--- config.mk ---
export PLATFORM = sky130hd
export DESIGN_NAME = wconv_fifo
export DESIGN_NICKNAME = d
export VERILOG_FILES = /design/src/rtl/wconv_pkg.sv /design/src/rtl/wconv_ctrl.sv /design/src/rtl/wconv_dpath.sv /design/src/rtl/wconv_fifo.sv
export SDC_FILE = /design/constraint.sdc
export NUM_CORES = 1
export LEC_CHECK = 0
export ABC_AREA = 1
export ABC_CLOCK_PERIOD_IN_PS = 5250
export BUFFER_PORTS_ARGS = -buffer_cell sky130_fd_sc_hd__buf_4
export CORE_MARGIN = 10
export CORE_UTILIZATION = 50
export CTS_BUF_LIST = sky130_fd_sc_hd__clkbuf_8
export DETAILED_ROUTE_END_ITERATION = 12
export PLACE_DENSITY = 0.66
export SKIP_LAST_GASP = 1
export SLEW_MARGIN = 0
export SYNTH_ARGS = -nofsm -noshare
export SYNTH_HDL_FRONTEND = slang
export SYNTH_SLANG_ARGS = --single-unit
export TNS_END_PERCENT = 50
--- constraint.sdc ---
create_clock -name clk -period 5.25 [get_ports clk]
set_input_delay 0 -clock clk [delete_from_list [all_inputs] [get_ports clk]]
set_output_delay 0 -clock clk [all_outputs]
set_load 0.01 [all_outputs]
--- src/rtl/wconv_pkg.sv ---
package wconv_pkg;
  // Strobes passed from control to datapath each cycle
  typedef struct packed {
    logic wrStrobe;   // store wrData at wrAddr
    logic rdStrobe;   // load one half from rdAddr into the output register
    logic pickUpper;  // which half of the long word to load
  } strobe_t;
endpackage

--- src/rtl/wconv_ctrl.sv ---
module wconv_ctrl
  import wconv_pkg::*;
#(
  parameter int DEPTH = 16
) (
  input  logic                       clk,
  input  logic                       rstN,
  input  logic                       bigEndSel,
  input  logic                       wrEn,
  input  logic                       rdEn,
  output strobe_t                    strb,
  output logic [$clog2(DEPTH)-1:0]   wrAddr,
  output logic [$clog2(DEPTH)-1:0]   rdAddr,
  output logic                       full,
  output logic                       empty
);
  localparam int AW    = $clog2(DEPTH);
  localparam int PTR_W = AW + 1;

  logic [PTR_W-1:0] wrPtrQ, rdPtrQ, count;
  logic             halfQ;   // 0: next read is the first half of the head word
  logic             bigQ;

  assign count = wrPtrQ - rdPtrQ;
  assign full  = (count == PTR_W'(DEPTH));
  assign empty = (count == '0);

  assign strb.wrStrobe  = wrEn && !full;
  assign strb.rdStrobe  = rdEn && !empty;
  assign strb.pickUpper = bigQ ^ halfQ;

  assign wrAddr = wrPtrQ[AW-1:0];
  assign rdAddr = rdPtrQ[AW-1:0];

  always_ff @(posedge clk) begin
    if (!rstN) begin
      wrPtrQ <= '0;
      rdPtrQ <= '0;
      halfQ  <= 1'b0;
      bigQ   <= bigEndSel;
    end else begin
      if (strb.wrStrobe) wrPtrQ <= wrPtrQ + 1'b1;
      if (strb.rdStrobe) begin
        if (halfQ) begin
          rdPtrQ <= rdPtrQ + 1'b1;
          halfQ  <= 1'b0;
        end else begin
          halfQ  <= 1'b1;
        end
      end
    end
  end

  // occupancy never passes the array depth
  p_no_overflow_r6: assert property (@(posedge clk) disable iff (!rstN)
    count <= PTR_W'(DEPTH));
  // a partly read word keeps the FIFO non-empty
  p_empty_clean_r7: assert property (@(posedge clk) disable iff (!rstN)
    empty |-> !halfQ);
  // read while empty leaves read state alone
  p_no_underflow_r8: assert property (@(posedge clk) disable iff (!rstN)
    (empty && rdEn) |=> ($stable(rdPtrQ) && $stable(halfQ)));
  // write while full leaves write pointer alone
  p_full_hold_r9: assert property (@(posedge clk) disable iff (!rstN)
    (full && wrEn) |=> $stable(wrPtrQ));
  // first-half read never frees the slot
  p_slot_held_r11: assert property (@(posedge clk) disable iff (!rstN)
    (!halfQ && rdEn) |=> $stable(rdPtrQ));
  // mode is fixed outside reset
  p_mode_fixed_r4: assert property (@(posedge clk) disable iff (!rstN)
    $past(rstN) |-> $stable(bigQ));
endmodule

--- src/rtl/wconv_dpath.sv ---
module wconv_dpath
  import wconv_pkg::*;
#(
  parameter int DEPTH  = 16,
  parameter int HALF_W = 9
) (
  input  logic                       clk,
  input  logic                       rstN,
  input  strobe_t                    strb,
  input  logic [$clog2(DEPTH)-1:0]   wrAddr,
  input  logic [$clog2(DEPTH)-1:0]   rdAddr,
  input  logic [2*HALF_W-1:0]        wrData,
  input  logic                       rdCs,
  input  logic                       outEn,
  output logic [HALF_W-1:0]          rdData,
  output logic                       busDrive
);
  localparam int LONG_W = 2 * HALF_W;

  logic [LONG_W-1:0] mem [DEPTH];
  logic [HALF_W-1:0] rdDataQ;
  logic              csQ;

  always_ff @(posedge clk) begin
    if (strb.wrStrobe) mem[wrAddr] <= wrData;
  end

  always_ff @(posedge clk) begin
    if (!rstN) begin
      rdDataQ <= '0;
      csQ     <= 1'b0;
    end else begin
      csQ <= rdCs;
      if (strb.rdStrobe)
        rdDataQ <= strb.pickUpper ? mem[rdAddr][LONG_W-1:HALF_W]
                                  : mem[rdAddr][HALF_W-1:0];
    end
  end

  assign busDrive = outEn && csQ;
  assign rdData   = busDrive ? rdDataQ : '0;

  // a driven bus needs chip-select at the previous edge
  p_cs_sync_r5: assert property (@(posedge clk) disable iff (!rstN)
    busDrive |-> $past(rdCs));
  // an undriven bus shows zero
  p_quiet_bus_r5: assert property (@(posedge clk) disable iff (!rstN)
    !busDrive |-> (rdData == '0));
endmodule

--- src/rtl/wconv_fifo.sv ---
module wconv_fifo
  import wconv_pkg::*;
#(
  parameter int DEPTH  = 16,
  parameter int HALF_W = 9
) (
  input  logic                clk,
  input  logic                rstN,
  input  logic                bigEndSel,
  input  logic                wrEn,
  input  logic [2*HALF_W-1:0] wrData,
  input  logic                rdEn,
  input  logic                rdCs,
  input  logic                outEn,
  output logic [HALF_W-1:0]   rdData,
  output logic                busDrive,
  output logic                full,
  output logic                empty
);
  localparam int AW = $clog2(DEPTH);

  strobe_t         strb;
  logic [AW-1:0]   wrAddr, rdAddr;

  wconv_ctrl #(.DEPTH(DEPTH)) uCtrl (
    .clk(clk), .rstN(rstN), .bigEndSel(bigEndSel),
    .wrEn(wrEn), .rdEn(rdEn), .strb(strb),
    .wrAddr(wrAddr), .rdAddr(rdAddr), .full(full), .empty(empty)
  );

  wconv_dpath #(.DEPTH(DEPTH), .HALF_W(HALF_W)) uDpath (
    .clk(clk), .rstN(rstN), .strb(strb), .wrAddr(wrAddr), .rdAddr(rdAddr),
    .wrData(wrData), .rdCs(rdCs), .outEn(outEn),
    .rdData(rdData), .busDrive(busDrive)
  );
endmodule

-- Word-level counts from Yosys, hierarchy flattened
Memory sizes are Yosys's and may differ from the RTL's. A register that Yosys moved wholly into a read port is not among the register bits.
Cells that the tools add are included.
- memory bits (read-only): 0
- RAM bits: 288
- latch bits: 0
- bits of input ports: 25
- output and inout bits: 12
- register bits: 22
- memories kept: 1
- shift-type cells: 0
- reduce and logical (&&, ||, !) cells: 7
- multiplexer cells: 7
- multiply operators: 0
- magnitude comparators: 0
- equal/unequal tests: 1
- divide/modulo/power cells: 0
- bitwise logic cells: 1
- add/subtract/negate cells: 3
- memories (memory ; words ; bits a word ; rd ports ; clocked after memory_dff ; wr ports ; RTL line ; text):
    uDpath.mem ; 16 ; 18 ; 1 ; 1 ; 1 ; wconv_dpath.sv:20 ; logic [LONG_W-1:0] mem [DEPTH];
- operators by type and width (kind ; number):
    9-bit two-way mux ; 2
    5-bit by 1-bit adder with 5-bit output (second input constant) ; 2
    4-bit two-way mux ; 2
    5-bit equality test (second input constant) ; 1
    5-bit logical NOT ; 1
    5-bit subtractor ; 1
    1-bit logical AND ; 3
    1-bit two-way mux ; 3
    1-bit logical NOT ; 2
    2-bit AND reduction ; 1
    1-bit bitwise XOR ; 1

-- Depth between registers and ports, before layout
- word-level depth: 7
- mapped depth: 15
- mapped depth without buffers: 15

-- Hierarchy
From an unflattened synthesis, not the netlist that was laid out.
- cells, all modules: 1167
- area total of the unflattened synthesis: 13002.5 µm²
- modules (own cells, without submodules) (module ; area an instance (µm²) ; cells an instance ; instances):
    wconv_dpath ; 12060.3 ; 1032 ; 1
    wconv_ctrl ; 942.2 ; 135 ; 1

-- Least setup slack after synthesis
No wires, ideal clock.
- path type: reg2reg
- start: reg uCtrl.rdPtrQ[1]
- end: mem uDpath.mem[0][0] in the netlist's numbering, enable pin
- data arrival time: 2.291 ns
- buffers on the path: 0
- library setup time: 0.392 ns
- required time: 4.858 ns
- stages on the path, launching flop included: 14
- path slack: 2.566 ns
- cells stage by stage: dfxtp_1 inv_1 ha_1 nand2_1 nand2_1 nand2_1 nand2_1 nand2_1 nand2_2 nand2_1 nand2_2 inv_2 nand2_1 nor2_1
- word-level cells in the longest chain between the ends: 6
- ends and longest elaborated chain (element ; RTL line ; text):
    start, declared ; wconv_ctrl.sv:20 ; logic [PTR_W-1:0] wrPtrQ, rdPtrQ, count;
    start signal, assigned ; wconv_ctrl.sv:45 ; rdPtrQ <= rdPtrQ + 1'b1;
    5-bit subtractor ; wconv_ctrl.sv:24 ; assign count = wrPtrQ - rdPtrQ;
    5-bit equality test ; wconv_ctrl.sv:25 ; assign full = (count == PTR_W'(DEPTH));
    1-bit logical NOT ; wconv_ctrl.sv:28 ; assign strb.wrStrobe = wrEn && !full;
    1-bit logical AND ; wconv_ctrl.sv:28 ;
    1-bit two-way mux ; wconv_dpath.sv:25 ; if (strb.wrStrobe) mem[wrAddr] <= wrData;
    1-bit two-way mux (implied by the code) ; wconv_dpath.sv:25 ;
    end, declared ; wconv_dpath.sv:20 ;
No other way between the ends.

-- Final worst setup path
- start: reg uCtrl.wrPtrQ[2]
- end: mem uDpath.mem[14][4] in the netlist's numbering, enable pin
- word-level cells in the longest chain between the ends: 6
- ends and longest elaborated chain (element ; RTL line ; text):
    start, declared ; wconv_ctrl.sv:20 ;
    start signal, assigned ; wconv_ctrl.sv:42 ; if (strb.wrStrobe) wrPtrQ <= wrPtrQ + 1'b1;
    5-bit subtractor ; wconv_ctrl.sv:24 ;
    5-bit equality test ; wconv_ctrl.sv:25 ;
    1-bit logical NOT ; wconv_ctrl.sv:28 ;
    1-bit logical AND ; wconv_ctrl.sv:28 ;
    1-bit two-way mux ; wconv_dpath.sv:25 ;
    1-bit two-way mux (implied by the code) ; wconv_dpath.sv:25 ;
Several ways; a longest one is shown, not always the timed one.

==> summary.md <==
| Metric | Value |
|---|---|
| Delay-heaviest family, CP | `simple AND/OR/NAND/NOR gates` |
| Share of cells above drive strength 1 | `around a tenth` |
| Reg-to-Reg Start | `uCtrl.wrPtrQ[2]` |
| Diode count | `0` |
| WP depth | `12` |
| IO Port Bufs | `36` |
| Crit share post-route | `approximately 64%` |
| LEAKAGE | `6.34 nW` |
| FF-to-FF End | `uDpath.mem[14][4]` |
| Sequential share of the synthesized area | `about two thirds` |
| Relative slew slack | `9.37%` |
| Reg2Reg Depth | `12` |
| First-pass GRT wire length | `between 50000 and 60000 um` |
| Critical path buffers and inverters | `2` |
| Global route total overflow | `0` |
| Chip height | `approximately 180 um` |
| Critical path fanouts, max | `18` |
| Num CTS Buffers | `51` |
| Top post-synthesis cells by area | `edfxtp_1 (64%), nand2_1 (13%), nand3_1 (8.0%)` |
| Util after Layout | `between 50% and 60%` |
| I/O pin count | `37` |
| DP HPWL | `19700 um` |
| Clock latency at the later pin of the worst-skew pair | `roughly 0.59 ns` |
| Ys Warns | `0` |
| Clock Path Buffers | `3` |
| Area Growth Syn to Fin | `12.7%` |
| Crit path kind | `register to register` |
| Clock slew at reported path FFs | `~0.060 ns` |
| Number of distinct library cells after synthesis | `27` |
| Crit-path cells | `ha_1 > nand2_1 > inv_1 > nand2_1 > nand2_1 > nand2_1 > nand2_2 > nand2_1 > nand2_2 > inv_2 > nand2_1 > nor2_2` |
| Skew final | `around 0.031 ns` |
| Final hold vios | `0` |
| Number of H-tree levels | `2` |
| Initial Utilization | `50.5%` |
| CP dominant cell by count | `nand2_1` |
| GRT Total Usage | `between 20% and 30%` |
| Final Power | `slightly below 6 mW` |
| Fin. max-slew vios | `0` |
| Setup TNS | `0 ns` |
| Pre-antenna DRT Iters | `6` |
| Flop-to-flop setup slack | `approximately 1.9 ns` |
| Root buf cell | `clkbuf_8` |
| Count of clock tree sinks | `about 310` |
| Beginning of the critical path | `uCtrl.wrPtrQ[2]` |
| Worst setup SP type | `register` |
| Smallest hold slack | `0.153 ns` |
| CP arrival | `3.52 ns` |
| CP peak stage delay | `1.06 ns` |
| Routed length per instance | `roughly 19 um` |
| Mapped Area | `around 14000 um^2` |
| Area of the core | `about 27000 um^2` |
| Min Clock Period, post-route | `about 3.3 ns` |
| Number of synthesized register bits | `around 310` |
| Antenna violations before repair | `0` |
| Critical path endpoint | `uDpath.mem[14][4]` |
| Commonest non-fill, non-tap cell in the layout | `nand2_1` |
| Top cell type's share of synthesized area | `between 60 and 70%` |
| DRT Wirelength | `~34000 um` |
| CTS tree | `yes` |
| Row cnt | `60` |
| Final setup fails | `0` |
| Vias/cell | `between 5 and 6` |
| Yosys top cell by area | `edfxtp_1` |
| Slew @ Worst Pin | `1.36 ns` |
| Pwr Density | `384 nW/um^2` |
| Unrepaired setup endpoints after global routing | `no` |
| Syn nets | `1362` |
| Max-Cap Viols | `0` |
| Die Width | `~180 um` |
| Max Fclk | `0.299 GHz` |
| Post-CTS Resized | `0` |
| Status | `finished, final reports clean` |
| Vias in the first global route | `9199` |
| Worst Path Required | `between 5 and 6 ns` |
| Mean Syn Cell Area | `~10 um^2` |
| Routed Antenna Nets | `0` |
| Initial DRC count | `between 900 and 1000` |
| Commonest non-fill, non-tap cells in the layout | `nand2_1 (456), edfxtp_1 (289), nand3_1 (217)` |
| CP Capture Type | `register` |
| Worst vdd rail ir drop | `between 200 and 250 uV` |
| Synthesized netlist cell count | `1328` |
| Worst Hold Class | `input pin to register` |
| Slowest cell on the critical path | `nor2_2` |
| Vias | `9362` |
| Pin count of the biggest net entering global routing | `98` |
| NumNets Final | `1431` |
| Fin cells | `1779` |
| Post-placement cell count | `roughly 1700` |
| Post-route DRC | `0` |
| Die area | `roughly 34000 um^2` |
| RePlAce Congestion | `~0.84` |
==> worst min-delay path by stage <==
stage	from	endpoint	slack, ns	cells past startpoint
detailed placement	bigEndSel	uCtrl.bigQ	0.18	1
CTS	bigEndSel	uCtrl.bigQ	0.11	2
floorplan	rstN	uDpath.csQ	0.09	2
global route	bigEndSel	uCtrl.bigQ	0.15	2
finish	bigEndSel	uCtrl.bigQ	0.15	2
global placement	bigEndSel	uCtrl.bigQ	0.18	1
==> Yosys cell counts, drive strengths merged <==
| cell type | n |
|---|---|
| nand2 | 458 |
| edfxtp | 289 |
| nand3 | 218 |
| inv | 188 |
| buf | 47 |
| nor2 | 42 |
| dfxtp | 25 |
| a21oi | 17 |
| clkbuf | 12 |
| ha | 9 |
| o211ai | 9 |
| clkinv | 4 |
| o21ai | 3 |
| xnor2 | 3 |
| xor2 | 2 |
| nor3 | 1 |
| nor4 | 1 |
==> what timing repair did <==
action | CTS | global route
setup endpoints to repair | 0 | 0
hold endpoints to repair | 312 | 0
hold buffers | 25 | 0
setup buffers | 0 | 0
==> routing by layer <==
| metal | GRT usage [%] | routed length, um |
|---|---|---|
| met5 | 0 | 0 |
| met4 | 6.75 | 816 |
| met3 | 3.01 | 2340 |
| met2 | 32.8 | 16100 |
| met1 | 27.1 | 14600 |
==> sequential cells by signal (all words and copies together), names as in the netlist, named ones only <==
register and count:
uDpath.csQ 1, uCtrl.bigQ 1, uDpath.mem 288, uCtrl.rdPtrQ 5, uCtrl.wrPtrQ 5, uDpath.rdDataQ 9, uCtrl.halfQ 1
==> final cells by class <==
| cell class | instances | area (um^2) |
|---|---|---|
| fill | 2267 | 11500 |
| sequential | 314 | 9180 |
| multi-input combinational | 763 | 3390 |
| inverter | 192 | 723 |
| clock buffer | 51 | 702 |
| timing repair buffer | 75 | 626 |
| tap | 341 | 427 |
| clock inverter | 43 | 205 |
==> power breakdown <==
group | leakage, nW | switching (mW) | internal [mW]
Combinational | 2.99 | 0.732 | 0.309
Sequential | 2.82 | 0.0676 | 2.84
Clock | 0.529 | 0.955 | 0.954
==> stage by stage <==
step / cell area (um^2) / setup slack [ns]
finish: 15300 / 1.90
global route: 15300 / 1.67
CTS: 15300 / 1.97
detailed placement: 14100 / 1.98
global placement: 14100 / 2.07
floorplan: 13500 / 2.57
==> kinds of logic (layout without fill, tap and decap cells) <==
group / Yosys count / in the layout / share of synthesized area, %
AO/OA/AOI/OAI: 29 / 29 / 1.27
XOR/XNOR: 5 / 5 / 0.462
adder cells (fa/ha/maj): 9 / 9 / 0.832
buffers and inverters: 251 / 361 / 7.47
flip-flops: 314 / 314 / 67.8
AND/OR/NAND/NOR: 720 / 720 / 22.2
(Power assumes the default switching activity.)
